[src/rtl/irda_sir_pkg.sv]
package irda_sir_pkg;

    localparam int PDIV_W        = 3;
    localparam int CFG_W         = PDIV_W + 3;
    localparam int TICKS_PER_BIT = 16;
    localparam int PULSE_TICKS   = 3;
    localparam int PH_W          = $clog2(TICKS_PER_BIT);
    localparam int WCNT_W        = (1 << PDIV_W) + 1;

    typedef struct packed {
        logic [PDIV_W-1:0] pdiv;
        logic              fix_en;
        logic              rx_inv;
        logic              ir_en;
    } irda_cfg_t;

    typedef enum logic [1:0] {
        TX_IDLE  = 2'd0,
        TX_PULSE = 2'd1,
        TX_GAP   = 2'd2,
        TX_MARK  = 2'd3
    } tx_state_e;

    typedef enum logic [1:0] {
        RX_IDLE  = 2'd0,
        RX_SPACE = 2'd1,
        RX_MARK  = 2'd2
    } rx_state_e;

endpackage

[src/rtl/irda_ctrl_shadow.sv]
module irda_ctrl_shadow
    import irda_sir_pkg::*;
(
    input  logic             clk,
    input  logic             rst_n,
    input  logic [CFG_W-1:0] ctrl_i,
    input  logic             idle_i,
    output irda_cfg_t        cfg_o
);

    irda_cfg_t cfg_q;

    // Capture only between frames so no field changes under a running bit.
    always_ff @(posedge clk or negedge rst_n) begin
        if (!rst_n) begin
            cfg_q <= '0;
        end else if (idle_i) begin
            cfg_q <= irda_cfg_t'(ctrl_i);
        end
    end

    assign cfg_o = cfg_q;

    // configuration frozen while either direction is busy
    p_hold_busy_r9: assert property (@(posedge clk) disable iff (!rst_n)
        !$past(idle_i) |-> cfg_q == $past(cfg_q));

endmodule

[src/rtl/irda_sync.sv]
module irda_sync #(
    parameter int STAGES = 2
) (
    input  logic clk,
    input  logic rst_n,
    input  logic d_i,
    output logic q_o
);

    logic [STAGES-1:0] sr;

    generate
        if (STAGES == 1) begin : g_single
            always_ff @(posedge clk or negedge rst_n) begin
                if (!rst_n) sr <= '0;
                else        sr <= d_i;
            end
        end else begin : g_chain
            always_ff @(posedge clk or negedge rst_n) begin
                if (!rst_n) sr <= '0;
                else        sr <= {sr[STAGES-2:0], d_i};
            end
        end
    endgenerate

    assign q_o = sr[STAGES-1];

endmodule

[src/rtl/irda_sir_encoder.sv]
module irda_sir_encoder
    import irda_sir_pkg::*;
#(
    parameter int IDLE_BITS = 12
) (
    input  logic              clk,
    input  logic              rst_n,
    input  logic              en_i,
    input  logic              fix_i,
    input  logic [PDIV_W-1:0] pdiv_i,
    input  logic              tick_i,
    input  logic              tx_bit_i,
    output logic              pulse_o,
    output logic              idle_o
);

    localparam int ONES_W = $clog2(IDLE_BITS + 1);
    localparam logic [PH_W-1:0]   PH_LAST    = PH_W'(TICKS_PER_BIT - 1);
    localparam logic [PH_W-1:0]   PH_PULSE   = PH_W'(PULSE_TICKS - 1);
    localparam logic [ONES_W-1:0] ONES_LAST  = ONES_W'(IDLE_BITS - 1);

    tx_state_e           state, nxt;
    logic [PH_W-1:0]     phase;
    logic [WCNT_W-1:0]   wcnt;
    logic [WCNT_W-1:0]   w_last;
    logic [ONES_W-1:0]   ones;
    logic                boundary;
    logic                pulse_done;

    // 2 << n clocks, minus one for the terminal count
    assign w_last     = (WCNT_W'(2) << pdiv_i) - WCNT_W'(1);
    assign boundary   = tick_i && (phase == PH_LAST) && (state != TX_IDLE);
    assign pulse_done = fix_i ? (wcnt == w_last)
                              : (tick_i && (phase == PH_PULSE));

    always_comb begin
        nxt = state;
        if (!en_i) begin
            nxt = TX_IDLE;
        end else begin
            unique case (state)
                TX_IDLE: begin
                    if (tick_i && !tx_bit_i) nxt = TX_PULSE;
                end
                TX_PULSE: begin
                    if (boundary)        nxt = tx_bit_i ? TX_MARK : TX_PULSE;
                    else if (pulse_done) nxt = TX_GAP;
                end
                TX_GAP: begin
                    if (boundary) nxt = tx_bit_i ? TX_MARK : TX_PULSE;
                end
                TX_MARK: begin
                    if (boundary) begin
                        if (!tx_bit_i)             nxt = TX_PULSE;
                        else if (ones == ONES_LAST) nxt = TX_IDLE;
                        else                        nxt = TX_MARK;
                    end
                end
                default: nxt = TX_IDLE;
            endcase
        end
    end

    always_ff @(posedge clk or negedge rst_n) begin
        if (!rst_n) state <= TX_IDLE;
        else        state <= nxt;
    end

    always_ff @(posedge clk or negedge rst_n) begin
        if (!rst_n) begin
            phase <= '0;
            wcnt  <= '0;
            ones  <= '0;
        end else begin
            if (nxt != TX_IDLE && (state == TX_IDLE || boundary))
                phase <= '0;
            else if (tick_i && state != TX_IDLE)
                phase <= phase + 1'b1;

            if (nxt == TX_PULSE && (state != TX_PULSE || boundary))
                wcnt <= '0;
            else if (state == TX_PULSE)
                wcnt <= wcnt + 1'b1;

            if (state == TX_IDLE)
                ones <= '0;
            else if (boundary)
                ones <= tx_bit_i ? ones + 1'b1 : '0;
        end
    end

    always_comb begin
        pulse_o = (state == TX_PULSE);
        idle_o  = (state == TX_IDLE);
    end

    // checker state: ticks seen while the pulse is high
    logic [2:0] a_hi_ticks;
    always_ff @(posedge clk or negedge rst_n) begin
        if (!rst_n)                          a_hi_ticks <= '0;
        else if (!pulse_o)                   a_hi_ticks <= '0;
        else if (tick_i && a_hi_ticks != 3'd7) a_hi_ticks <= a_hi_ticks + 1'b1;
    end

    // a pulse only begins after a zero bit was sampled
    p_pulse_on_zero_r3: assert property (@(posedge clk) disable iff (!rst_n)
        en_i && $past(en_i) && $rose(pulse_o) |-> !$past(tx_bit_i));

    // baud-tick mode pulse never spans more than three ticks
    p_tick_width_r4: assert property (@(posedge clk) disable iff (!rst_n)
        en_i && !fix_i |-> a_hi_ticks <= 3'd3);

endmodule

[src/rtl/irda_sir_decoder.sv]
module irda_sir_decoder
    import irda_sir_pkg::*;
#(
    parameter int IDLE_BITS   = 12,
    parameter int SYNC_STAGES = 2
) (
    input  logic clk,
    input  logic rst_n,
    input  logic en_i,
    input  logic inv_i,
    input  logic tick_i,
    input  logic rx_pin_i,
    output logic rx_bit_o,
    output logic idle_o
);

    localparam int ONES_W = $clog2(IDLE_BITS + 1);
    localparam logic [PH_W-1:0]   CNT_LAST  = PH_W'(TICKS_PER_BIT - 1);
    localparam logic [ONES_W-1:0] ONES_LAST = ONES_W'(IDLE_BITS - 1);

    rx_state_e         state, nxt;
    logic              pin_s;
    logic              level;
    logic              level_d;
    logic              rise;
    logic              bit_end;
    logic [PH_W-1:0]   cnt;
    logic [ONES_W-1:0] ones;

    irda_sync #(.STAGES(SYNC_STAGES)) u_sync (
        .clk   (clk),
        .rst_n (rst_n),
        .d_i   (rx_pin_i),
        .q_o   (pin_s)
    );

    assign level = pin_s ^ inv_i;

    always_ff @(posedge clk or negedge rst_n) begin
        if (!rst_n) level_d <= 1'b0;
        else        level_d <= level;
    end

    assign rise    = level && !level_d;
    assign bit_end = tick_i && (cnt == CNT_LAST) && (state != RX_IDLE);

    always_comb begin
        nxt = state;
        if (!en_i) begin
            nxt = RX_IDLE;
        end else if (rise) begin
            nxt = RX_SPACE;
        end else begin
            unique case (state)
                RX_IDLE:  nxt = RX_IDLE;
                RX_SPACE: if (bit_end) nxt = RX_MARK;
                RX_MARK:  if (bit_end) nxt = (ones == ONES_LAST) ? RX_IDLE : RX_MARK;
                default:  nxt = RX_IDLE;
            endcase
        end
    end

    always_ff @(posedge clk or negedge rst_n) begin
        if (!rst_n) state <= RX_IDLE;
        else        state <= nxt;
    end

    always_ff @(posedge clk or negedge rst_n) begin
        if (!rst_n) begin
            cnt  <= '0;
            ones <= '0;
        end else begin
            if (rise)
                cnt <= '0;
            else if (tick_i && state != RX_IDLE)
                cnt <= cnt + 1'b1;

            if (rise || state == RX_IDLE)
                ones <= '0;
            else if (bit_end && state == RX_MARK)
                ones <= ones + 1'b1;
        end
    end

    always_comb begin
        rx_bit_o = (state != RX_SPACE);
        idle_o   = (state == RX_IDLE);
    end

    // checker state: ticks since the most recent detected edge
    logic [4:0] a_ticks;
    always_ff @(posedge clk or negedge rst_n) begin
        if (!rst_n)                        a_ticks <= '0;
        else if (rise)                     a_ticks <= '0;
        else if (tick_i && a_ticks != 5'd31) a_ticks <= a_ticks + 1'b1;
    end

    // every detected edge yields a recovered zero next cycle
    p_rise_gives_zero_r7: assert property (@(posedge clk) disable iff (!rst_n)
        en_i && rise |=> !rx_bit_o);

    // a zero never outlasts 16 ticks from its latest edge
    p_space_len_r8: assert property (@(posedge clk) disable iff (!rst_n)
        en_i && !rx_bit_o |-> a_ticks <= 5'd15);

endmodule

[src/rtl/irda_sir_codec.sv]
module irda_sir_codec
    import irda_sir_pkg::*;
#(
    parameter int CTRL_W      = 32,
    parameter int IDLE_BITS   = 12,
    parameter int SYNC_STAGES = 2
) (
    input  logic              clk,
    input  logic              rst_n,
    input  logic              baud_tick16,
    input  logic [CTRL_W-1:0] ctrl_word,
    input  logic              tx_nrz,
    output logic              ir_tx,
    input  logic              ir_rx,
    output logic              rx_nrz
);

    irda_cfg_t cfg;
    logic      enc_pulse;
    logic      enc_idle;
    logic      dec_bit;
    logic      dec_idle;
    logic      unused_rsvd;

    assign unused_rsvd = ^ctrl_word[CTRL_W-1:CFG_W];

    irda_ctrl_shadow u_shadow (
        .clk    (clk),
        .rst_n  (rst_n),
        .ctrl_i (ctrl_word[CFG_W-1:0]),
        .idle_i (enc_idle && dec_idle),
        .cfg_o  (cfg)
    );

    irda_sir_encoder #(.IDLE_BITS(IDLE_BITS)) u_enc (
        .clk      (clk),
        .rst_n    (rst_n),
        .en_i     (cfg.ir_en),
        .fix_i    (cfg.fix_en),
        .pdiv_i   (cfg.pdiv),
        .tick_i   (baud_tick16),
        .tx_bit_i (tx_nrz),
        .pulse_o  (enc_pulse),
        .idle_o   (enc_idle)
    );

    irda_sir_decoder #(
        .IDLE_BITS   (IDLE_BITS),
        .SYNC_STAGES (SYNC_STAGES)
    ) u_dec (
        .clk      (clk),
        .rst_n    (rst_n),
        .en_i     (cfg.ir_en),
        .inv_i    (cfg.rx_inv),
        .tick_i   (baud_tick16),
        .rx_pin_i (ir_rx),
        .rx_bit_o (dec_bit),
        .idle_o   (dec_idle)
    );

    assign ir_tx  = cfg.ir_en ? enc_pulse : tx_nrz;
    assign rx_nrz = cfg.ir_en ? dec_bit   : ir_rx;

    // emitter dark whenever the encoder rests
    p_idle_low_r3: assert property (@(posedge clk) disable iff (!rst_n)
        cfg.ir_en && enc_idle |-> !ir_tx);

endmodule

[config.mk]
export PLATFORM = sky130hd
export DESIGN_NAME = irda_sir_codec
export DESIGN_NICKNAME = d
export VERILOG_FILES = /design/src/rtl/irda_sir_pkg.sv /design/src/rtl/irda_ctrl_shadow.sv /design/src/rtl/irda_sync.sv /design/src/rtl/irda_sir_encoder.sv /design/src/rtl/irda_sir_decoder.sv /design/src/rtl/irda_sir_codec.sv
export SDC_FILE = /design/constraint.sdc
export NUM_CORES = 1
export LEC_CHECK = 0
export BUFFER_PORTS_ARGS = -buffer_cell sky130_fd_sc_hd__buf_2
export CELL_PAD_IN_SITES_DETAIL_PLACEMENT = 1
export CELL_PAD_IN_SITES_GLOBAL_PLACEMENT = 1
export CORE_UTILIZATION = 40
export CTS_BUF_LIST = sky130_fd_sc_hd__clkbuf_4
export CTS_CLUSTER_DIAMETER = 40
export CTS_CLUSTER_SIZE = 20
export DETAILED_ROUTE_END_ITERATION = 12
export PLACE_DENSITY = 0.81
export SETUP_SLACK_MARGIN = 0.1
export SLEW_MARGIN = 20
export SYNTH_ARGS = -nofsm -noshare
export SYNTH_HDL_FRONTEND = slang
export SYNTH_SLANG_ARGS = --single-unit
[constraint.sdc]
create_clock -name clk -period 2.58 [get_ports clk]
set_clock_uncertainty 0.05 [all_clocks]
set_input_delay 0.774 -clock clk [delete_from_list [all_inputs] [get_ports clk]]
set_output_delay 0.774 -clock clk [all_outputs]
set_load 0.01 [all_outputs]
* Word level (Yosys, flattened, before mapping)
Index checks and enable logic that the tools add are counted.
W data, S select, Z words.
** Cells by class
- Add/sub/neg operators :: 6
- Eq/ne operators :: 16
- Shifts and indexed selects :: 1
- Mux-type cells :: 30
- Bitwise operators :: 1
- Reduce and logical (&&, ||, !) cells :: 29
** Operators with widths (number)
- $mux W4 :: 9
- $mux W2 :: 14
- $mux W9 :: 2
- $add A4 B1 Y4 const B :: 4
- $eq A4 B4 Y1 const B :: 4
- $reduce_bool A2 Y1 :: 8
- $logic_and A1 B1 Y1 :: 13
- $add A9 B1 Y9 const B :: 1
- $eq A9 B9 Y1 :: 1
- $shl A2 B3 Y9 const A :: 1
- $sub A9 B2 Y9 const B :: 1
- $ne A4 B2 Y1 const B :: 2
- $pmux W2 S4 :: 1
- $eq A2 B1 Y1 const B :: 3
- $eq A2 B2 Y1 const B :: 3
- $eq A4 B2 Y1 const B :: 1
- $logic_not A2 Y1 :: 2
- $ne A2 B1 Y1 const B :: 2
- $pmux W2 S2 :: 1
- $logic_or A1 B1 Y1 :: 3
- $mux W1 :: 3
- $logic_not A1 Y1 :: 2
- $reduce_and A2 Y1 :: 1
- $xor A1 B1 Y1 :: 1
** Word-level totals
- Bits in registers :: 38
- Bits of input ports :: 37
- Output and inout port bits :: 2
- Logic and storage cells :: 96

* Logic depth before layout (Yosys ltp)
- Depth in word-level cells :: 11
- Mapped depth :: 10
- Mapped depth without buffers :: 8

* Hierarchy
From an unflattened synthesis, not the netlist that was laid out.
** Unflattened totals
- Cell total of the unflattened synthesis :: 230
- Area total of the unflattened synthesis :: 2347.3 µm²
** Modules (own cells, without submodules)
- irda_sir_encoder :: instances 1, cells an instance 150, area an instance 1391.3 µm²
- irda_sir_decoder :: instances 1, cells an instance 62, area an instance 625.6 µm²
- irda_ctrl_shadow :: instances 1, cells an instance 13, area an instance 251.5 µm²
- irda_sync :: instances 1, cells an instance 2, area an instance 50.0 µm²
- irda_sir_codec :: instances 1, cells an instance 3, area an instance 28.8 µm²

* Worst setup path after synthesis
No wires, ideal clock.
- Path kind :: flip-flop to flip-flop
- Start point :: register u_shadow.cfg_q, in the netlist u_shadow.cfg_o[5]
- End point :: register u_enc.state[0]
- Arrival :: 2321 ps
- Data required time :: 2388 ps
- Slack :: 67 ps
- Cell stages (with the launch flop) :: 10
- Clock period less this slack :: 2513 ps
- Cell sequence :: dfrtp_1 -> buf_6 -> or3_1 -> ha_1 -> buf_2 -> xnor2_1 -> xnor2_1 -> or4_1 -> o31ai_2 -> a31oi_1
** On the way
- Cells in the longest elaborated chain, start to end :: 8
** Ends and longest elaborated chain
- start, declared :: line irda_ctrl_shadow.sv:11 : irda_cfg_t cfg_q;
- start signal, assigned :: line irda_ctrl_shadow.sv:18 : cfg_q <= irda_cfg_t'(ctrl_i);
- $shl A2 B3 Y9 :: line irda_sir_encoder.sv:31 : assign w_last = (WCNT_W'(2) << pdiv_i) - WCNT_W'(1);
- $sub A9 B2 Y9 :: line irda_sir_encoder.sv:31
- $eq A9 B9 Y1 :: line irda_sir_encoder.sv:33 : assign pulse_done = fix_i ? (wcnt == w_last)
- $mux W1 :: line irda_sir_encoder.sv:33
- $mux W2 :: line irda_sir_encoder.sv:47 : else if (pulse_done) nxt = TX_GAP;
- $mux W2 :: line irda_sir_encoder.sv:46 : if (boundary) nxt = tx_bit_i ? TX_MARK : TX_PULSE;
- $pmux W2 S4 :: line irda_sir_encoder.sv:41 : unique case (state)
- $mux W2 :: line irda_sir_encoder.sv:38 : if (!en_i) begin
- named net u_enc.nxt[0] :: line irda_sir_encoder.sv:22 : tx_state_e state, nxt;
- end signal, assigned :: line irda_sir_encoder.sv:66 : else state <= nxt;
- end, declared :: line irda_sir_encoder.sv:22
The timed path passes the listed nets, and every way through them passes these cells.
A chain may end at the register's enable or synchronous reset.

* Final worst setup path
- Start point :: register u_shadow.cfg_q, in the netlist u_shadow.cfg_o[3]
- End point :: register u_enc.state[0]
The elaborated chain is that of the path after synthesis.

==> impl_metrics.tcl <==
set metrics [dict create \
    startpoint "u_shadow.cfg_o[3]" \
    rsz0062_at_grt "true" \
    antenna_cells 0 \
    place_congestion 0.7728 \
    async_flop_share_pct 100.0 \
    leakagePower_nw 1.060 \
    first_global_vias 1780 \
    start_util_pct 42.50 \
    worstPathRequired_ns 2.77 \
    seq_area_frac_synth_pct 42.72 \
    fillCellCount 588 \
    cts.sinks 38 \
    dp_hpwl_um 3609 \
    end_kind "register" \
    reg2reg_from "u_shadow.cfg_o[3]" \
    drt_iter0_markers 109 \
    dp_cells 306 \
    ys_warn_count 0 \
    die_h_um 76.60 \
    fp.dieW_um 76.60 \
    final.setup.tns_ns 0 \
    antenna_left 0 \
    final_common_cell "dfrtp_1" \
    io_buffers 12 \
    outcome "finished clean" \
    drv_cap 0 \
    dr.pass1.iters 4 \
    start_kind "register" \
    clk_latency_ns 0.36 \
    synth_edf_count 0 \
    holdWs_ns 0.2627 \
    setup_violations 0 \
    grt_max_degree 19 \
    core-area_um2 5238 \
    syn_inst 226 \
    fin_cells 314 \
    grt_usage_pct 18.93 \
    wl_per_cell_um 15.46 \
    min_period_ns 2.403 \
    htreeDepth 2 \
    worst_pin_slew_ns 0.8606 \
    path_class "reg -> reg" \
    ios 39 \
    min_period_over_period_pct 93.16 \
    post_drt_via_cell_ratio 5.529 \
    mostFrequentLayoutCells "dfrtp_1, nor2_1, a21oi_1, xnor2_1" \
    critPathMaxFanout 2 \
    synth.avg_cell_area_um2 9.849 \
    syn_nets 273 \
    hold_viol_final 0 \
    hold_buffers 0 \
    die_area_um2 5867 \
    rows 26 \
    clk_path_buf_depth 2 \
    ys_ff_latch 38 \
    cts-root-buf "clkbuf_4" \
    synth_largest_area_cell "dfrtp_1" \
    maxSlewViolCount 0 \
    synthesis.area_um2 2226 \
    final_net_count 290 \
    cts_tree "built" \
    postCtsSetupRepairBufs 0 \
    vias 1736 \
    overflow 0 \
    hp-class "in -> async" \
    wl_um 4856 \
    power_per_cell_area_nw_per_um2 855.0 \
    utilization_pct 47.47 \
    drive_gt1_share_pct 19.67 \
    antenna_found_initial 0 \
    finalPower_mw 2.126 \
    grt_pass1_wl_um 8735 \
    synthFlopType "dfrtp_1" \
    yosys-top-cells-area "dfrtp_1, ha_1, xnor2_1" \
    ys_types 54 \
    maxSlewHeadroom_pct 42.51 \
    vdd.ir_drop.worst_mv 0.3963 \
    crit_arrival_ns 2.60 \
    fmax_mhz 416.1 \
    cts.clk_slew.worst_paths_ns 0.12 \
    cts_made_buffers 5 \
    yosys.area.top_type_share_pct 42.72 \
    drc 0 \
    syn2layout_area_growth_pct 11.69 \
]
[final cells by class]
| class | count | area, um2 | area share (%) |
|---|---|---|---|
| clock buffers | 5 | 37.54 | 1.510 |
| clock inverters | 3 | 16.27 | 0.6543 |
| inverters | 5 | 18.77 | 0.7549 |
| multi-input cells | 171 | 1239 | 49.82 |
| flip-flops and latches | 38 | 952.2 | 38.30 |
| well taps | 70 | 87.58 | 3.523 |
| repair buffers | 22 | 135.1 | 5.435 |
[metrics by stage]
step           cell area [um2]  worst slack (ns)
2_1_floorplan             2226            0.1313
3_3_place_gp              2389           0.09722
3_5_place_dp              2389           0.07295
4_1_cts                   2467            0.1022
5_1_grt                   2486           0.07426
6_report                  2486            0.1765
[flip-flops by register name, indices dropped and copies added, names as in the netlist]
register,cells
u_enc.ones,4
u_dec.ones,4
u_enc.state,2
u_enc.phase,4
u_shadow.cfg_o,6
u_dec.cnt,4
u_enc.wcnt,9
u_dec.u_sync.sr,2
u_dec.state,2
u_dec.level_d,1
[cells in the mapped netlist (2+ instances only)]
cell	n
mux2i_1	4
and4_1	4
or3_1	4
nand2_1	12
xor2_1	7
mux2_2	6
dfrtp_1	38
nand4_1	2
buf_2	6
nor2b_1	3
ha_1	10
clkbuf_1	5
inv_1	5
xnor2_1	14
nand4b_1	2
and3_1	2
o21ai_0	7
nand3_1	12
a22oi_1	3
nor3_1	6
a21oi_1	13
nor2_1	24
a211oi_1	5
a31oi_1	2
[power breakdown]
part	leakage (nW)	internal [mW]	switching, mW
clock network	0.0286	0.101	0.209
logic	0.529	0.454	0.503
registers	0.503	0.710	0.148
[worst max-delay path: stages (launching register included)]
cell	delay (ns)
dfrtp_1	0.40
or3_4	0.40
ha_4	0.27
xor2_1	0.15
nand4b_1	0.13
or4_4	0.52
o31ai_4	0.24
a31oi_1	0.12
[routing by layer]
metal | GRT usage [%] | part of all wire, %
met5 | 0 | 0
met4 | 6.731 | 1.7
met3 | 4.192 | 2.3
met2 | 30.81 | 49
met1 | 24.64 | 47
[repair_timing]
item / CTS / global route
setup endpoints to repair: 2 / 3
gates resized for setup: 4 / 5
pin swaps: 5 / 3
[logic make-up (layout without fill, tap and decap cells)]
group | count (synthesis) | in the layout | share of synthesized area (%)
compound gates | 44 | 44 | 13.66
xor+xnor | 21 | 21 | 8.263
fa+ha+maj | 10 | 10 | 5.621
buf+inv | 17 | 35 | 3.542
flops | 38 | 38 | 42.72
mux | 10 | 10 | 4.834
simple gates | 86 | 86 | 21.36
[worst paths after layout]
check / cells after the start / slack (ns) / endpoint
worst max-delay path: 7 / 0.18 / u_enc.state[0]
worst min-delay path: 1 / 0.26 / u_enc.wcnt[8]
worst max register to register: 7 / 0.18 / u_enc.state[0]
worst min register to register: 0 / 0.32 / u_dec.u_sync.sr[1]
max in group asynchronous: 2 / 1.70 / u_dec.cnt[0]
min in group clk: 0 / 0.32 / u_dec.u_sync.sr[1]
(Power assumes the default switching activity.)
